===== config.mk =====
export PLATFORM = sky130hd
export DESIGN_NAME = blk_mover
export DESIGN_NICKNAME = d
export VERILOG_FILES = /design/src/rtl/blk_mover_pkg.sv /design/src/rtl/blk_mover_ofs.sv /design/src/rtl/blk_mover_ctl.sv /design/src/rtl/blk_mover.sv
export SDC_FILE = /design/constraint.sdc
export NUM_CORES = 1
export LEC_CHECK = 0
export CORE_AREA = 2 2 117 119
export DETAILED_ROUTE_END_ITERATION = 12
export DIE_AREA = 0 0 119 121
export DONT_BUFFER_PORTS = 1
export HOLD_SLACK_MARGIN = 0.05
export PLACE_DENSITY = 0.64
export SLEW_MARGIN = 20
export SYNTH_ARGS = -nofsm -noshare
export SYNTH_HDL_FRONTEND = slang
export SYNTH_SLANG_ARGS = --single-unit
export TNS_END_PERCENT = 10

===== constraint.sdc =====
create_clock -name clk_i -period 2.6 [get_ports clk_i]
set_input_delay 0.39 -clock clk_i [delete_from_list [all_inputs] [get_ports clk_i]]
set_output_delay 0.39 -clock clk_i [all_outputs]
set_load 0.01 [all_outputs]

===== src/rtl/blk_mover_pkg.sv =====
package blk_mover_pkg;
  typedef enum logic [1:0] {
    ST_IDLE = 2'd0,
    ST_RD   = 2'd1,
    ST_WR   = 2'd2,
    ST_FIN  = 2'd3
  } mv_state_e;
endpackage


===== src/rtl/blk_mover_ofs.sv =====
module blk_mover_ofs #(
  parameter int OFS_W    = 16,
  parameter int NARROW_W = 8
) (
  input  logic             clk_i,
  input  logic             rst_ni,
  input  logic             load_i,
  input  logic [OFS_W-1:0] val_i,
  input  logic             narrow_i,
  input  logic             step_i,
  input  logic             desc_i,
  output logic [OFS_W-1:0] ofs_o
);
  logic [OFS_W-1:0] ofs_q, nxt;

  always_comb begin
    nxt = desc_i ? ofs_q - 1'b1 : ofs_q + 1'b1;
    if (narrow_i) nxt[OFS_W-1:NARROW_W] = '0;
  end

  always_ff @(posedge clk_i or negedge rst_ni) begin
    if (!rst_ni) begin
      ofs_q <= '0;
    end else if (load_i) begin
      ofs_q <= narrow_i ? {{(OFS_W-NARROW_W){1'b0}}, val_i[NARROW_W-1:0]} : val_i;
    end else if (step_i) begin
      ofs_q <= nxt;
    end
  end

  assign ofs_o = ofs_q;
endmodule


===== src/rtl/blk_mover_ctl.sv =====
module blk_mover_ctl
  import blk_mover_pkg::*;
#(
  parameter int CNT_W = 16
) (
  input  logic             clk_i,
  input  logic             rst_ni,
  input  logic             start_i,
  input  logic [CNT_W-1:0] cnt_i,
  output mv_state_e        state_o,
  output logic [CNT_W-1:0] cnt_o,
  output logic             load_o,
  output logic             step_o,
  output logic             last_o
);
  mv_state_e        state_q, state_d;
  logic [CNT_W-1:0] cnt_q;

  assign load_o = (state_q == ST_IDLE) && start_i;
  assign step_o = (state_q == ST_WR);
  assign last_o = step_o && (cnt_q == '0);

  always_comb begin
    state_d = state_q;
    unique case (state_q)
      ST_IDLE: if (start_i) state_d = ST_RD;
      ST_RD:   state_d = ST_WR;
      ST_WR:   state_d = last_o ? ST_FIN : ST_RD;
      ST_FIN:  state_d = ST_IDLE;
      default: state_d = ST_IDLE;
    endcase
  end

  always_ff @(posedge clk_i or negedge rst_ni) begin
    if (!rst_ni) begin
      state_q <= ST_IDLE;
      cnt_q   <= '0;
    end else begin
      state_q <= state_d;
      if (load_o)      cnt_q <= cnt_i;
      else if (step_o) cnt_q <= cnt_q - 1'b1;  // wraps to all ones after the last byte
    end
  end

  assign state_o = state_q;
  assign cnt_o   = cnt_q;
endmodule


===== src/rtl/blk_mover.sv =====
module blk_mover
  import blk_mover_pkg::*;
#(
  parameter int BANK_W   = 8,
  parameter int OFS_W    = 16,
  parameter int CNT_W    = 16,
  parameter int DATA_W   = 8,
  parameter int NARROW_W = 8
) (
  input  logic                    clk_i,
  input  logic                    rst_ni,
  input  logic                    start_i,
  input  logic                    desc_i,
  input  logic                    narrow_i,
  input  logic [BANK_W-1:0]       opnd_a_i,
  input  logic [BANK_W-1:0]       opnd_b_i,
  input  logic [OFS_W-1:0]        src_ofs_i,
  input  logic [OFS_W-1:0]        dst_ofs_i,
  input  logic [CNT_W-1:0]        cnt_i,
  output logic [BANK_W+OFS_W-1:0] mem_addr_o,
  output logic                    mem_re_o,
  output logic                    mem_we_o,
  output logic [DATA_W-1:0]       mem_wdata_o,
  input  logic [DATA_W-1:0]       mem_rdata_i,
  output logic                    busy_o,
  output logic                    done_o,
  output logic [OFS_W-1:0]        src_ofs_o,
  output logic [OFS_W-1:0]        dst_ofs_o,
  output logic [CNT_W-1:0]        cnt_o,
  output logic [BANK_W-1:0]       dbank_o
);
  localparam int NCH = 2;  // channel 0 source, 1 destination

  mv_state_e        state;
  logic             load, step, last;
  logic [BANK_W-1:0] src_bank_q, dst_bank_q, dbank_q;
  logic             desc_q, narrow_q;
  logic [OFS_W-1:0] ofs_in [NCH];
  logic [OFS_W-1:0] ofs_cur[NCH];

  blk_mover_ctl #(.CNT_W(CNT_W)) u_ctl (
    .clk_i   (clk_i),
    .rst_ni  (rst_ni),
    .start_i (start_i),
    .cnt_i   (cnt_i),
    .state_o (state),
    .cnt_o   (cnt_o),
    .load_o  (load),
    .step_o  (step),
    .last_o  (last)
  );

  assign ofs_in[0] = src_ofs_i;
  assign ofs_in[1] = dst_ofs_i;

  for (genvar g = 0; g < NCH; g++) begin : g_ofs
    blk_mover_ofs #(.OFS_W(OFS_W), .NARROW_W(NARROW_W)) u_ofs (
      .clk_i    (clk_i),
      .rst_ni   (rst_ni),
      .load_i   (load),
      .val_i    (ofs_in[g]),
      .narrow_i (load ? narrow_i : narrow_q),
      .step_i   (step),
      .desc_i   (desc_q),
      .ofs_o    (ofs_cur[g])
    );
  end

  // operand bytes arrive in swapped order: second is source, first is destination
  always_ff @(posedge clk_i or negedge rst_ni) begin
    if (!rst_ni) begin
      src_bank_q <= '0;
      dst_bank_q <= '0;
      desc_q     <= 1'b0;
      narrow_q   <= 1'b0;
      dbank_q    <= '0;
    end else begin
      if (load) begin
        src_bank_q <= opnd_b_i;
        dst_bank_q <= opnd_a_i;
        desc_q     <= desc_i;
        narrow_q   <= narrow_i;
      end
      if (last) dbank_q <= dst_bank_q;
    end
  end

  assign mem_re_o    = (state == ST_RD);
  assign mem_we_o    = (state == ST_WR);
  assign mem_addr_o  = mem_we_o ? {dst_bank_q, ofs_cur[1]} : {src_bank_q, ofs_cur[0]};
  assign mem_wdata_o = mem_rdata_i;
  assign busy_o      = mem_re_o || mem_we_o;
  assign done_o      = (state == ST_FIN);
  assign src_ofs_o   = ofs_cur[0];
  assign dst_ofs_o   = ofs_cur[1];
  assign dbank_o     = dbank_q;
endmodule


; After elaboration in Yosys (flattened, before gate mapping)
; Cells that the tools add are included.
[classes]
eq_ne = 4
n_mux = 17
n_addsub = 5
n_reduce_logical = 6
[op_table]
columns = cell, n
row1 = 2-to-1 mux 16 bit, 10
row2 = "subtractor 16 x 1 -> 16 bit, second input constant", 3
row3 = "adder 16 x 1 -> 16 bit, second input constant", 2
row4 = 2-to-1 mux 24 bit, 1
row5 = logical NOT 16 bit, 1
row6 = 2-to-1 mux 8 bit, 2
row7 = case mux 2 bit (4 select lines), 1
row8 = "equality test 2 bit, second input constant", 2
row9 = 2-to-1 mux 2 bit, 2
row10 = "equality test 2 x 1 -> 1 bit, second input constant", 1
row11 = logical AND 1 bit, 2
row12 = logical NOT 2 bit, 1
row13 = "!= test 2 bit, second input constant", 1
row14 = nonzero test 2 bit, 1
row15 = logical OR 1 bit, 1
row16 = 2-to-1 mux 1 bit, 1
[word_totals]
word_cells = 41
regBits = 76
input_bits = 77
out_inout_bits = 92

; Logic depth before layout (Yosys ltp)
; Gate-level depths: netlist of run 1.
[depth]
depth_word = 6
depth_mapped = 9
mapped_depth_nobuf = 8

; Cells and area by module
; From an unflattened synthesis of run 1, not the netlist that was laid out.
[hier_totals]
cells_unflattened = 543
area_unflattened_um2 = 5426.5
[by_module_without_submodules]
columns = mod, instances, area_each_um2, seq_area_each_um2, cells_each
row1 = blk_mover, 1, 1522.7, 650.6, 96
row2 = blk_mover_ofs (g_ofs[1].u_ofs), 1, 1450.1, 400.4, 174
row3 = blk_mover_ofs (g_ofs[0].u_ofs), 1, 1410.1, 400.4, 161
row4 = blk_mover_ctl, 1, 1043.5, 450.4, 112

; Worst setup path after synthesis of run 1
; No wires, ideal clock.
[synth_path]
path_kind = register to register
from = reg desc_q
to = reg g_ofs[0].u_ofs.ofs_q[13]
setup_slack_ns = -0.128
path_stages_with_launch = 9
t_required_ns = 2.474
arrival_ns = 2.603
synth_period_minus_slack_ns = 2.728
setup_time_ns = 0.126
n_path_buf = 0
path_cell_list = dfrtp_1 -> ha_1 -> o21a_1 -> o21ai_1 -> o31ai_4 -> o31a_4 -> nor2_1 -> mux2i_1 -> nand2_1
[synth_via]
elab_chain_len = 4
[synth_lines]
columns = element, line_no
row1 = start: declaration, blk_mover.sv:37  ; logic desc_q, narrow_q;
row2 = start signal: assignment, blk_mover.sv:81  ; desc_q <= desc_i;
row3 = 2-to-1 mux 16 bit, blk_mover_ofs.sv:17  ; nxt = desc_i ? ofs_q - 1'b1 : ofs_q + 1'b1;
row4 = 2-to-1 mux 8 bit, blk_mover_ofs.sv:18  ; if (narrow_i) nxt[OFS_W-1:NARROW_W] = '0;
row5 = 2-to-1 mux 16 bit, blk_mover_ofs.sv:26  ; end else if (step_i) begin
row6 = 2-to-1 mux 16 bit, blk_mover_ofs.sv:24  ; end else if (load_i) begin
row7 = end signal: assignment, blk_mover_ofs.sv:25  ; ofs_q <= narrow_i ? {{(OFS_W-NARROW_W){1'b0}}, val_i[NARROW_W-1:0]} : val_i;
row8 = end signal: assignment, blk_mover_ofs.sv:27  ; ofs_q <= nxt;
row9 = end: declaration, blk_mover_ofs.sv:14  ; logic [OFS_W-1:0] ofs_q, nxt;
; Every way passes these cells. The select of a mux whose other input is x is not followed.
; A chain may end at the register's enable or synchronous reset.

; Worst setup path in the final report of run 1
[layout_path]
from = reg desc_q
to = reg g_ofs[1].u_ofs.ofs_q[14]
[layout_via]
elab_chain_len = 4
[layout_lines]
columns = element, line_no
row1 = 2-to-1 mux 16 bit, blk_mover_ofs.sv:17
row2 = 2-to-1 mux 8 bit, blk_mover_ofs.sv:18
row3 = 2-to-1 mux 16 bit, blk_mover_ofs.sv:26
row4 = 2-to-1 mux 16 bit, blk_mover_ofs.sv:24
row5 = end signal: assignment, blk_mover_ofs.sv:25
row6 = end signal: assignment, blk_mover_ofs.sv:27
row7 = end: declaration, blk_mover_ofs.sv:14
; Every way passes these cells. The select of a mux whose other input is x is not followed.

==> impl_metrics.csv, run 1 <==
group,metric,value,unit
power_and_ir_drop,switchingPower,4.10,mW
timing,worst_slack,0.115,ns
logic_synthesis,synth_top_area_cell,"dfrtp_1",
timing,final.setup_skew,0.00781,ns
drt,drtPass1Iterations,4,
logic_synthesis,yosysUniqueCellTypes,64,
final_layout,design_area,5720,um2
drt,routed_wl,13.1,mm
placement,place_area,5330,um2
critical_path,worstPathCellList,"buf_8 > ha_1 > or2_1 > o21bai_1 > and2_1 > a211o_2 > a221oi_2 > xor2_1 > o21ai_1",
power_and_ir_drop,power_frac_seq,0.275,
logic_synthesis,synth_most_common_cell,"nand2_1",
timing,worstMarginPinSlew,0.773,ns
logic_synthesis,syn-cell-area,5140,um2
die,pin_count,169,
clock_tree,clock_latency,0.35,ns
global_routing,busiest_layer,"met2",
final_layout,antenna_cells,0,
timing,final-setup-viol-count,0,
critical_path,worst_setup_path_start_kind,"register",
placement,pre_cts_ws,0.0522,ns
timing,finalHoldViolCount,0,
logic_synthesis,seq_area_frac_synth,0.370,
final_layout,synthToLayoutAreaGrowth,11.4,%
global_routing,grt_antenna_before_repair,0,
die,core-area,13100,um2
timing,post-route-period-util,0.956,
critical_path,crit_path_start,"desc_q",
critical_path,slowest_stage,"dfrtp_2",
logic_synthesis,yosys-top-cells-area,"dfrtp_1, ha_1, nand2_1, mux2_2, o21ai_0",
status,outcome,"finished, final reports clean",
die,dieArea,14400,um2
critical_path,arrival,2.69,ns
power_and_ir_drop,power_density,1560,nW/um2
global_routing,grt_max_degree,77,
worst_hold_path,worstHoldStart,"opnd_b_i[0]",
critical_path,crit_path_max_fanout,16,
clock_tree,clk_path_buf_depth,2,
logic_synthesis,synth_top_area_share,0.370,
global_routing,grt_pass1_wl,21.2,mm
global_routing,grt_pass1_vias,4192,
global_routing,groute.usage.overall,0.188,
timing,max_freq,0.402,GHz
power_and_ir_drop,p_leak,2.49,nW
logic_synthesis,synth-main-ff-cell,"dfrtp_1",
die,fp.dieH,121,um
power_and_ir_drop,clock_power_share,0.155,
power_and_ir_drop,p_comb_frac,0.570,
drt,drc,0,
global_routing,overflow,0,
run,cap_violations,0,
logic_synthesis,avgSynthCellArea,9.36,um2
placement,port_buffers,0,
critical_path,required,2.81,ns
global_routing,met1_usage,0.223,
clock_tree,cts_inserted_buffers,9,
global_routing,grt_use_met2,0.324,
global_routing,gr-usage-met3,0.0461,
clock_tree,cts.sinks,76,
power_and_ir_drop,switching_share,0.460,
die,initial_utilization,0.393,
final_layout,drive_gt1_frac,0.171,
clock_tree,cts-htree-levels,3,
clock_tree,cts_tree,"done",
timing,slew_headroom,0.484,
placement,gp_congestion,0.951,
logic_synthesis,synthCells,549,
critical_path,criticalPathCategory,"reg -> reg",
drt,postRouteAntennaNets,0,
drt,drt_iter0_markers,232,
die,rows,42,
final_layout,nNetsFinal,663,
critical_path,worst_path_largest_cell_delay,0.48,ns
worst_hold_path,hp-class,"in -> reg",
logic_synthesis,yosysWarnings,0,
critical_path,r2r-start,"desc_q",
logic_synthesis,synth_nets,663,
critical_path,cp_top_family,"compound AO/OA/AOI/OAI gates",
die,fp.dieW,119,um
logic_synthesis,synth_commonest_cells,"nand2_1, dfrtp_1, o21ai_0",
final_layout,nFillCells,1287,
power_and_ir_drop,vdd_drop_max,0.553,mV
critical_path,cp-end-kind,"register",
clock_tree,path_clk_slew,0.06,ns
power_and_ir_drop,p_int,4.81,mW
logic_synthesis,synth_edf_count,0,
clock_tree,clockRootBuffer,"clkbuf_16",
timing,drv_slew,0,
placement,place_hpwl,9.55,mm
logic_synthesis,synth.ff_latch_count,76,
logic_synthesis,async_reset_ff_frac,1.00,
drt,num_vias,4067,
drt,post_drt_via_cell_ratio,5.57,
timing,final.min_clock_period,2.49,ns
drt,wl_per_cell,17.9,um
critical_path,path_buf_inv,1,
-- worst register-to-register path, delay by kind of cell, from the launching register on --
| kind | cells | cell delay, ns |
|---|---|---|
| AND/OR/NAND/NOR | 2 | 0.45 |
| adder cells (fa/ha/maj) | 1 | 0.22 |
| AO/OA/AOI/OAI | 4 | 0.84 |
| flip-flops | 1 | 0.48 |
| buffers and inverters | 1 | 0.19 |
| XOR/XNOR | 1 | 0.17 |
-- layer usage --
| layer | part of all wire | up-vias |
|---|---|---|
| li1 | - | 1943 |
| met1 | 0.42 | 1981 |
| met2 | 0.49 | 124 |
| met3 | 0.068 | 19 |
| met4 | 0.021 | 0 |
| met5 | 0 | - |
-- worst paths after layout --
path	end	slack [ns]	cells after the start
setup reg to reg	g_ofs[1].u_ofs.ofs_o[14]	0.11	9
hold reg to reg	src_bank_q[0]	0.47	2
setup / recovery	g_ofs[1].u_ofs.ofs_o[14]	0.11	9
max in group asynchronous	desc_q	1.65	2
min in group asynchronous	u_ctl.cnt_o[4]	0.63	2
hold / removal	src_bank_q[0]	0.15	2
-- what timing repair did --
item | in CTS | in global routing
buffers inserted | 0 | 1
endpoints found under the setup margin | 0 | 8
hold endpoints to repair | 76 | 0
hold buffers | 2 | 0
gates resized for setup | 0 | 5
-- per-stage QoR --
stage               power, mW  cells  setup TNS, ns   util  hold WS (ns)
finish                   8.91    730              0  0.437         0.146
global placement         7.30    711              0  0.407        0.0959
CTS                      8.93    729              0  0.435         0.133
global route             9.68    730       -0.00127  0.437         0.147
detailed placement       7.47    711              0  0.407        0.0955
floorplan                6.27    549              0      -        0.0944
-- area by class of cell --
cell class,count,area (um2),area share
clock buffer,10,239,0.0417
multi-input combinational,434,3060,0.535
inverter,8,30.0,0.00525
sequential,76,1900,0.332
clock inverter,6,87.6,0.0153
timing repair buffer,20,180,0.0315
tap,176,220,0.0385
-- registers in the layout, indices dropped and copies added (netlist names) --
name               count
dbank_o                8
desc_q                 1
dst_bank_q             8
g_ofs.u_ofs.ofs_o     32
narrow_q               1
src_bank_q             8
u_ctl.cnt_o           16
u_ctl.state_o          2
-- placed cells by master (no fill, tap or decap), drive strengths merged, types with 4 or more instances in the layout --
master,count
nand2,105
or3,5
and3,4
and2,4
a21o,10
nor2,22
a31oi,4
clkbuf,10
nor2b,4
mux2i,11
ha,35
xor2,11
o21bai,4
a21oi,21
o21a,5
inv,8
buf,19
a22oi,13
o21ai,60
dfrtp,76
nand3,9
mux2,33
a221oi,4
xnor2,27
nor3,5
a211oi,7
-- power by group through the flow --
stage | registers (mW) | logic (mW) | clock network, mW
3_5_place_dp | 2.47 | 5.00 | 0
2_1_floorplan | 2.35 | 3.93 | 0
6_report | 2.45 | 5.08 | 1.39
3_3_place_gp | 2.44 | 4.86 | 0
5_1_grt | 2.53 | 5.68 | 1.47
4_1_cts | 2.45 | 5.06 | 1.42
-- cell families (layout without fill, tap and decap cells) --
| kind of cell | count (synthesis) | in the layout | share of synthesized area |
|---|---|---|---|
| buf+inv | 39 | 44 | 0.0370 |
| compound gates | 142 | 142 | 0.187 |
| mux | 44 | 44 | 0.0937 |
| flops | 76 | 76 | 0.370 |
| simple gates | 173 | 173 | 0.155 |
| xor+xnor | 38 | 38 | 0.0648 |
| fa+ha+maj | 37 | 37 | 0.0930 |
Note: power is estimated with default switching activity, not from simulation.
==> run 2: changes to the inputs <==
- CORE_AREA: 2 2 117 119 -> 2 2 120 122
- DIE_AREA: 0 0 119 121 -> 0 0 122 124
- PLACE_DENSITY: 0.64 -> 0.65
- SYNTH_HIERARCHICAL: default -> 1
==> run 2 against run 1 <==
Sequential cell count is the same; sequential share of layout area shrank 1.3 points; synthesized area grew 5.6%; core utilization shrank 0.32 points; setup slack gained 0.031 ns; critical path depth is the same; critical endpoint is now g_ofs[0].u_ofs/ofs_o[15].
==> impl_metrics.csv, run 2 <==
group,metric,value,unit
critical_path,cp-end-kind,"register",
timing,finalHoldViolCount,0,
logic_synthesis,synth_top_area_share,0.350,
critical_path,arrival,2.72,ns
drt,postRouteAntennaNets,0,
status,outcome,"finished, final reports clean",
clock_tree,clockRootBuffer,"clkbuf_16",
global_routing,grt_max_degree,77,
logic_synthesis,yosysUniqueCellTypes,65,
logic_synthesis,avgSynthCellArea,9.99,um2
clock_tree,clock_latency,0.34,ns
global_routing,grt_pass1_vias,4168,
run,cap_violations,0,
die,initial_utilization,0.396,
global_routing,overflow,0,
logic_synthesis,synth-main-ff-cell,"dfrtp_1",
die,dieArea,15100,um2
logic_synthesis,synth_top_area_cell,"dfrtp_1",
logic_synthesis,synth_commonest_cells,"dfrtp_1, nand2_1, o21ai_0",
drt,drc,0,
timing,final.setup_skew,0.00499,ns
placement,port_buffers,0,
drt,drtPass1Iterations,6,
drt,drt_iter0_markers,322,
critical_path,criticalPathCategory,"reg -> reg",
clock_tree,cts-htree-levels,3,
global_routing,groute.usage.overall,0.195,
critical_path,slowest_stage,"dfrtp_2",
timing,max_freq,0.407,GHz
critical_path,crit_path_max_fanout,23,
logic_synthesis,async_reset_ff_frac,1.00,
power_and_ir_drop,vdd_drop_max,0.507,mV
clock_tree,path_clk_slew,0.06,ns
final_layout,layout_common_cells,"dfrtp_1, nand2_1, o21ai_0",
drt,num_vias,4187,
placement,place_hpwl,10.7,mm
critical_path,path_buf_inv,2,
placement,place_area,5600,um2
logic_synthesis,yosys-top-cells-area,"dfrtp_1, mux2_4, ha_1, mux2_2, o21ai_0",
final_layout,synthToLayoutAreaGrowth,9.80,%
timing,final.min_clock_period,2.45,ns
logic_synthesis,synth_most_common_cell,"dfrtp_1",
logic_synthesis,synth_nets,655,
die,fp.dieH,124,um
timing,post-route-period-util,0.944,
timing,hold-worst-slack,0.160,ns
final_layout,design_area,5960,um2
logic_synthesis,synthCells,543,
final_layout,antenna_cells,0,
clock_tree,cts.sinks,76,
final_layout,largest_reg_flops,32,
power_and_ir_drop,p_leak,2.52,nW
critical_path,worst_setup_path_start_kind,"register",
global_routing,grt_pass1_wl,22.6,mm
drt,post_drt_via_cell_ratio,5.74,
logic_synthesis,yosysWarnings,6,
final_layout,fin_util,0.434,
critical_path,worstPathCellList,"buf_12 > buf_4 > ha_1 > a21oi_1 > o21ai_0 > a21boi_0 > o31ai_1 > a31oi_1 > mux2i_1",
worst_hold_path,hp-class,"in -> reg",
timing,setup-tns-final,0,ns
logic_synthesis,syn-cell-area,5430,um2
die,fp.dieW,122,um
critical_path,regToRegSetupSlack,0.15,ns
timing,worstMarginPinSlew,0.595,ns
die,rows,43,
critical_path,required,2.87,ns
timing,final-setup-viol-count,0,
drt,wl_per_cell,19.9,um
timing,slew_headroom,0.603,
power_and_ir_drop,power_density,1590,nW/um2
drt,routed_wl,14.5,mm
logic_synthesis,synth_edf_count,0,
final_layout,drive_gt1_frac,0.200,
critical_path,cp_top_family,"compound AO/OA/AOI/OAI gates",
clock_tree,cts_tree,"done",
final_layout,nNetsFinal,657,
placement,gp_congestion,0.959,
logic_synthesis,seq_area_frac_synth,0.350,
die,core-area,13700,um2
global_routing,grt_antenna_before_repair,0,
logic_synthesis,synth.ff_latch_count,76,
timing,rsz0062_at_grt,"false",
final_layout,final_common_cell,"dfrtp_1",
critical_path,worst_path_largest_cell_delay,0.44,ns
die,pin_count,169,
clock_tree,cts_inserted_buffers,9,
clock_tree,clk_path_buf_depth,2,
timing,drv_slew,0,
-- run 2: cell types whose count changed in the layout (fill, tap and decap cells not counted), sizes merged, moves of 3 or more --
cell / previous run / this run
nor2: 22 / 18
a211oi: 7 / 2
and2: 4 / 1
a21o: 10 / 7
o21ai: 60 / 52
xor2: 11 / 14
nand2: 105 / 51
nand4: 1 / 7
a21oi: 21 / 41
inv: 8 / 17
mux2: 33 / 52
nor3b: 1 / 7
nor2b: 4 / 8
-- run 2: area by class of cell --
cell class | count | area (um2)
repair buffers | 22 | 225
multi-input cells | 420 | 3250
clock inverters | 5 | 61.3
flip-flops and latches | 76 | 1900
fillers | 1313 | 7760
inverters | 16 | 60.1
well taps | 180 | 225
clock buffers | 11 | 233
-- run 2: where the power goes --
part	switching, mW	internal [mW]
registers	0.791	1.69
clock network	0.519	0.747
logic	3.08	2.63
-- run 2: what timing repair did --
action	in CTS	in global routing
setup endpoints to repair	0	3
buffers inserted	0	3
hold buffers	2	0
gates resized for setup	0	1
endpoints found under the hold margin	76	0
-- run 2: per-layer routing --
metal  up-vias  share of wire  global-route usage
met1      2036           0.41               0.240
met4         0          0.023              0.0848
met2       144           0.50               0.329
met5         -              0                   0
met3        22          0.066              0.0449
li1       1985              -                   -
-- run 2: worst register-to-register path, stage by stage, from the launching register on --
cell	delay, ns
dfrtp_2	0.44
buf_12	0.17
buf_4	0.19
ha_1	0.40
a21oi_1	0.21
o21ai_0	0.14
a21boi_0	0.23
o31ai_1	0.14
a31oi_1	0.24
mux2i_1	0.21
-- run 2: kinds of logic after synthesis --
| kind of cell | count (synthesis) | synth area share |
|---|---|---|
| AOI/OAI and AO/OA | 151 | 0.176 |
| muxes | 62 | 0.147 |
| xor gates and xnor gates | 41 | 0.0662 |
| buffers and inverters | 47 | 0.0523 |
| and+or+nand+nor | 131 | 0.125 |
| adders and majority gates | 35 | 0.0835 |
| DFF | 76 | 0.350 |
-- run 2: final timing paths --
| path | cells past startpoint | startpoint | endpoint |
|---|---|---|---|
| worst min-delay path | 2 | cnt_i[10] | u_ctl/cnt_o[10] |
| max in group asynchronous | 2 | rst_ni | g_ofs[0].u_ofs/ofs_o[6] |
| worst max register to register | 9 | desc_q | g_ofs[0].u_ofs/ofs_o[15] |
| min in group asynchronous | 2 | rst_ni | u_ctl/cnt_o[0] |
| worst min register to register | 1 | src_bank_q[5] | src_bank_q[5] |
| worst max-delay path | 9 | desc_q | g_ofs[0].u_ofs/ofs_o[15] |
-- run 2: per-stage QoR --
step | cells | power, mW | setup WS (ns)
floorplan | 543 | 6.83 | -0.0680
global placement | 709 | 7.98 | 0.203
detailed placement | 709 | 8.11 | 0.109
CTS | 727 | 9.45 | 0.105
global route | 730 | 10.3 | 0.0298
finish | 730 | 9.46 | 0.146
==> run 3: changes to the inputs <==
- ABC_AREA: default -> 1
- CORE_AREA: 2 2 120 122 -> 2 2 126 128
- DIE_AREA: 0 0 122 124 -> 0 0 128 130
- SLEW_MARGIN: 20 -> default
==> run 3 against run 2 <==
Sequential share of layout area shrank 2.3 points; design area grew 7.5%; core utilization shrank 1.9 points; die area grew 10%; maximum frequency grew 3.7%; synthesized area grew 11%; worst hold slack gained 0.0061 ns; largest cell class unchanged.
==> impl_metrics.csv, run 3 <==
group,metric,value,unit
global_routing,grt_pass1_wl,26.5,mm
clock_tree,postCtsSetupBuffers,0,
drt,routed_wl,16.4,mm
final_layout,largest_reg_flops,32,
final_layout,nNetsFinal,1018,
critical_path,arrival,1.98,ns
timing,rsz0062_at_grt,"false",
logic_synthesis,synth_top_area_share,0.315,
clock_tree,clock_latency,0.34,ns
critical_path,regToRegSetupSlack,0.55,ns
worst_hold_path,min_to,"dst_bank_q[6]",
drt,wl_per_cell,14.9,um
timing,final.setup_skew,0.00938,ns
clock_tree,cts_resized,0,
logic_synthesis,synthCells,917,
final_layout,antenna_cells,0,
logic_synthesis,synth.ff_latch_count,76,
logic_synthesis,yosys-top-cells-area,"dfrtp_1, nand2_1, ha_1, inv_1, nor2_1",
logic_synthesis,synth_top_area_cell,"dfrtp_1",
final_layout,layout_common_cells,"nand2_1, inv_1, nor2_1",
critical_path,crit_path_max_fanout,16,
critical_path,cp-end-kind,"output port",
clock_tree,hold_buffers,2,
die,fp.dieH,130,um
die,initial_utilization,0.391,
power_and_ir_drop,p_leak,3.62,nW
logic_synthesis,synthSimpleGateAreaFrac,0.412,
placement,gp_congestion,0.897,
timing,max_freq,0.423,GHz
logic_synthesis,synth_commonest_cells,"nand2_1, inv_1, nor2_1",
critical_path,worst_setup_path_start_kind,"register",
die,dieArea,16600,um2
logic_synthesis,async_reset_ff_frac,1.00,
logic_synthesis,synth_top_family_by_area,"simple AND/OR/NAND/NOR gates",
logic_synthesis,yosysWarnings,6,
timing,final.min_clock_period,2.37,ns
logic_synthesis,synth_edf_count,0,
status,outcome,"finished, final reports clean",
clock_tree,clockRootBuffer,"clkbuf_16",
logic_synthesis,synth_nets,1029,
final_layout,final_common_cell,"nand2_1",
placement,port_buffers,0,
power_and_ir_drop,total_power,9.11,mW
global_routing,overflow,0,
timing,drv_slew,0,
final_layout,synthToLayoutAreaGrowth,6.14,%
logic_synthesis,synth_compound_area_frac,0.0593,
timing,hold-worst-slack,0.166,ns
logic_synthesis,synth_xor_area_frac,0.0201,
global_routing,groute.usage.overall,0.203,
power_and_ir_drop,power_density,1420,nW/um2
worst_hold_path,hp-class,"in -> reg",
timing,finalHoldViolCount,0,
critical_path,criticalPathCategory,"reg -> out",
drt,drt_iter0_markers,295,
logic_synthesis,synthAdderAreaFrac,0.0750,
global_routing,grt_antenna_before_repair,0,
die,fp.dieW,128,um
clock_tree,clk_path_buf_depth,2,
global_routing,grt_pass1_vias,5267,
final_layout,drive_gt1_frac,0.0834,
logic_synthesis,yosysUniqueCellTypes,44,
drt,num_vias,5500,
clock_tree,cts.sinks,76,
placement,place_hpwl,12.3,mm
logic_synthesis,synth_most_common_cell,"nand2_1",
drt,post_drt_via_cell_ratio,4.99,
logic_synthesis,synth-main-ff-cell,"dfrtp_1",
drt,drtPass1Iterations,4,
global_routing,grt_max_degree,77,
logic_synthesis,syn-cell-area,6040,um2
clock_tree,cts-htree-levels,3,
clock_tree,path_clk_slew,0.06,ns
final_layout,nFillCells,1657,
timing,slew_headroom,0.502,
timing,post-route-period-util,0.910,
worst_hold_path,worstHoldStart,"opnd_a_i[6]",
critical_path,r2r_end,"g_ofs[0].u_ofs/ofs_o[10]",
critical_path,r2r-start,"u_ctl/state_o[1]",
critical_path,r2r_cells,7,
die,core-area,15400,um2
run,cap_violations,0,
logic_synthesis,seq_area_frac_synth,0.315,
timing,setup-tns-final,0,ns
die,rows,46,
drt,postRouteAntennaNets,0,
timing,worstMarginPinSlew,0.746,ns
die,pin_count,169,
critical_path,required,2.21,ns
worst_hold_path,min_delay_path_depth,2,
logic_synthesis,synthMuxAreaShare,0,
timing,final-setup-viol-count,0,
drt,drc,0,
clock_tree,cts_inserted_buffers,9,
power_and_ir_drop,vdd_drop_max,0.486,mV
clock_tree,cts_tree,"done",
logic_synthesis,avgSynthCellArea,6.58,um2
-- run 3: cell types whose count changed after synthesis, moves of 30 or more --
cell	change
nand2_1	+348
inv_1	+85
nor2_1	+64
nand3_1	+42
o21ai_0	-42
mux2_4	-30
-- run 3: power by group --
part	leakage, nW	switching (mW)	internal (mW)
logic	2.51	3.34	1.89
clock network	0.156	0.509	0.823
registers	0.951	0.867	1.68
total	3.62	4.72	4.39
-- run 3: cell type report --
class	count	area (um2)	area share
clock inverters	3	43.8	0.00684
clock buffers	13	270	0.0422
multi-input cells	697	3420	0.533
flip-flops and latches	76	1900	0.297
well taps	192	240	0.0375
inverters	114	438	0.0684
repair buffers	8	95.1	0.0148
-- run 3: per-stage QoR --
stage | utilization | std cells | worst slack [ns] | instance area (um2)
after global routing | 0.415 | 1103 | 0.0834 | 6410
final | 0.415 | 1103 | 0.234 | 6410
after global placement | 0.393 | 1085 | 0.612 | 6050
after detailed placement | 0.393 | 1085 | 0.554 | 6050
after CTS | 0.415 | 1103 | 0.198 | 6410
after floorplan | - | 917 | 0.371 | 6040
-- run 3: cell families (layout without fill, tap and decap cells) --
kind of cell	after synthesis	count (layout)
AO/OA/AOI/OAI	59	59
XOR/XNOR	13	13
adder cells (fa/ha/maj)	35	35
buffers and inverters	144	138
flip-flops	76	76
AND/OR/NAND/NOR	590	590
-- run 3: layer usage --
layer	part of all wire	global-route usage	vias up
li1	-	-	2827
met1	0.45	0.260	2519
met2	0.48	0.344	144
met3	0.065	0.0558	10
met4	0.0080	0.0472	0
met5	0	0	-
-- run 3: how the worst max path moves through the flow --
| stage | from | end | cells after the start |
|---|---|---|---|
| 6_report | u_ctl/state_o[1] | mem_addr_o[9] | 4 |
| 5_1_grt | u_ctl/state_o[1] | mem_addr_o[14] | 4 |
| 4_1_cts | u_ctl/state_o[1] | mem_addr_o[14] | 4 |
| 3_5_place_dp | u_ctl/state_o[1] | g_ofs[0].u_ofs/ofs_o[12] | 7 |
| 3_3_place_gp | u_ctl/state_o[1] | mem_addr_o[14] | 4 |
| 2_1_floorplan | desc_q | g_ofs[1].u_ofs/ofs_o[8] | 9 |
-- run 3: worst max-delay path: stages, from the launching register on --
cell and delay [ns]:
dfrtp_1 0.50, ha_1 0.57, buf_4 0.33, nand2_1 0.09, nand2_1 0.13
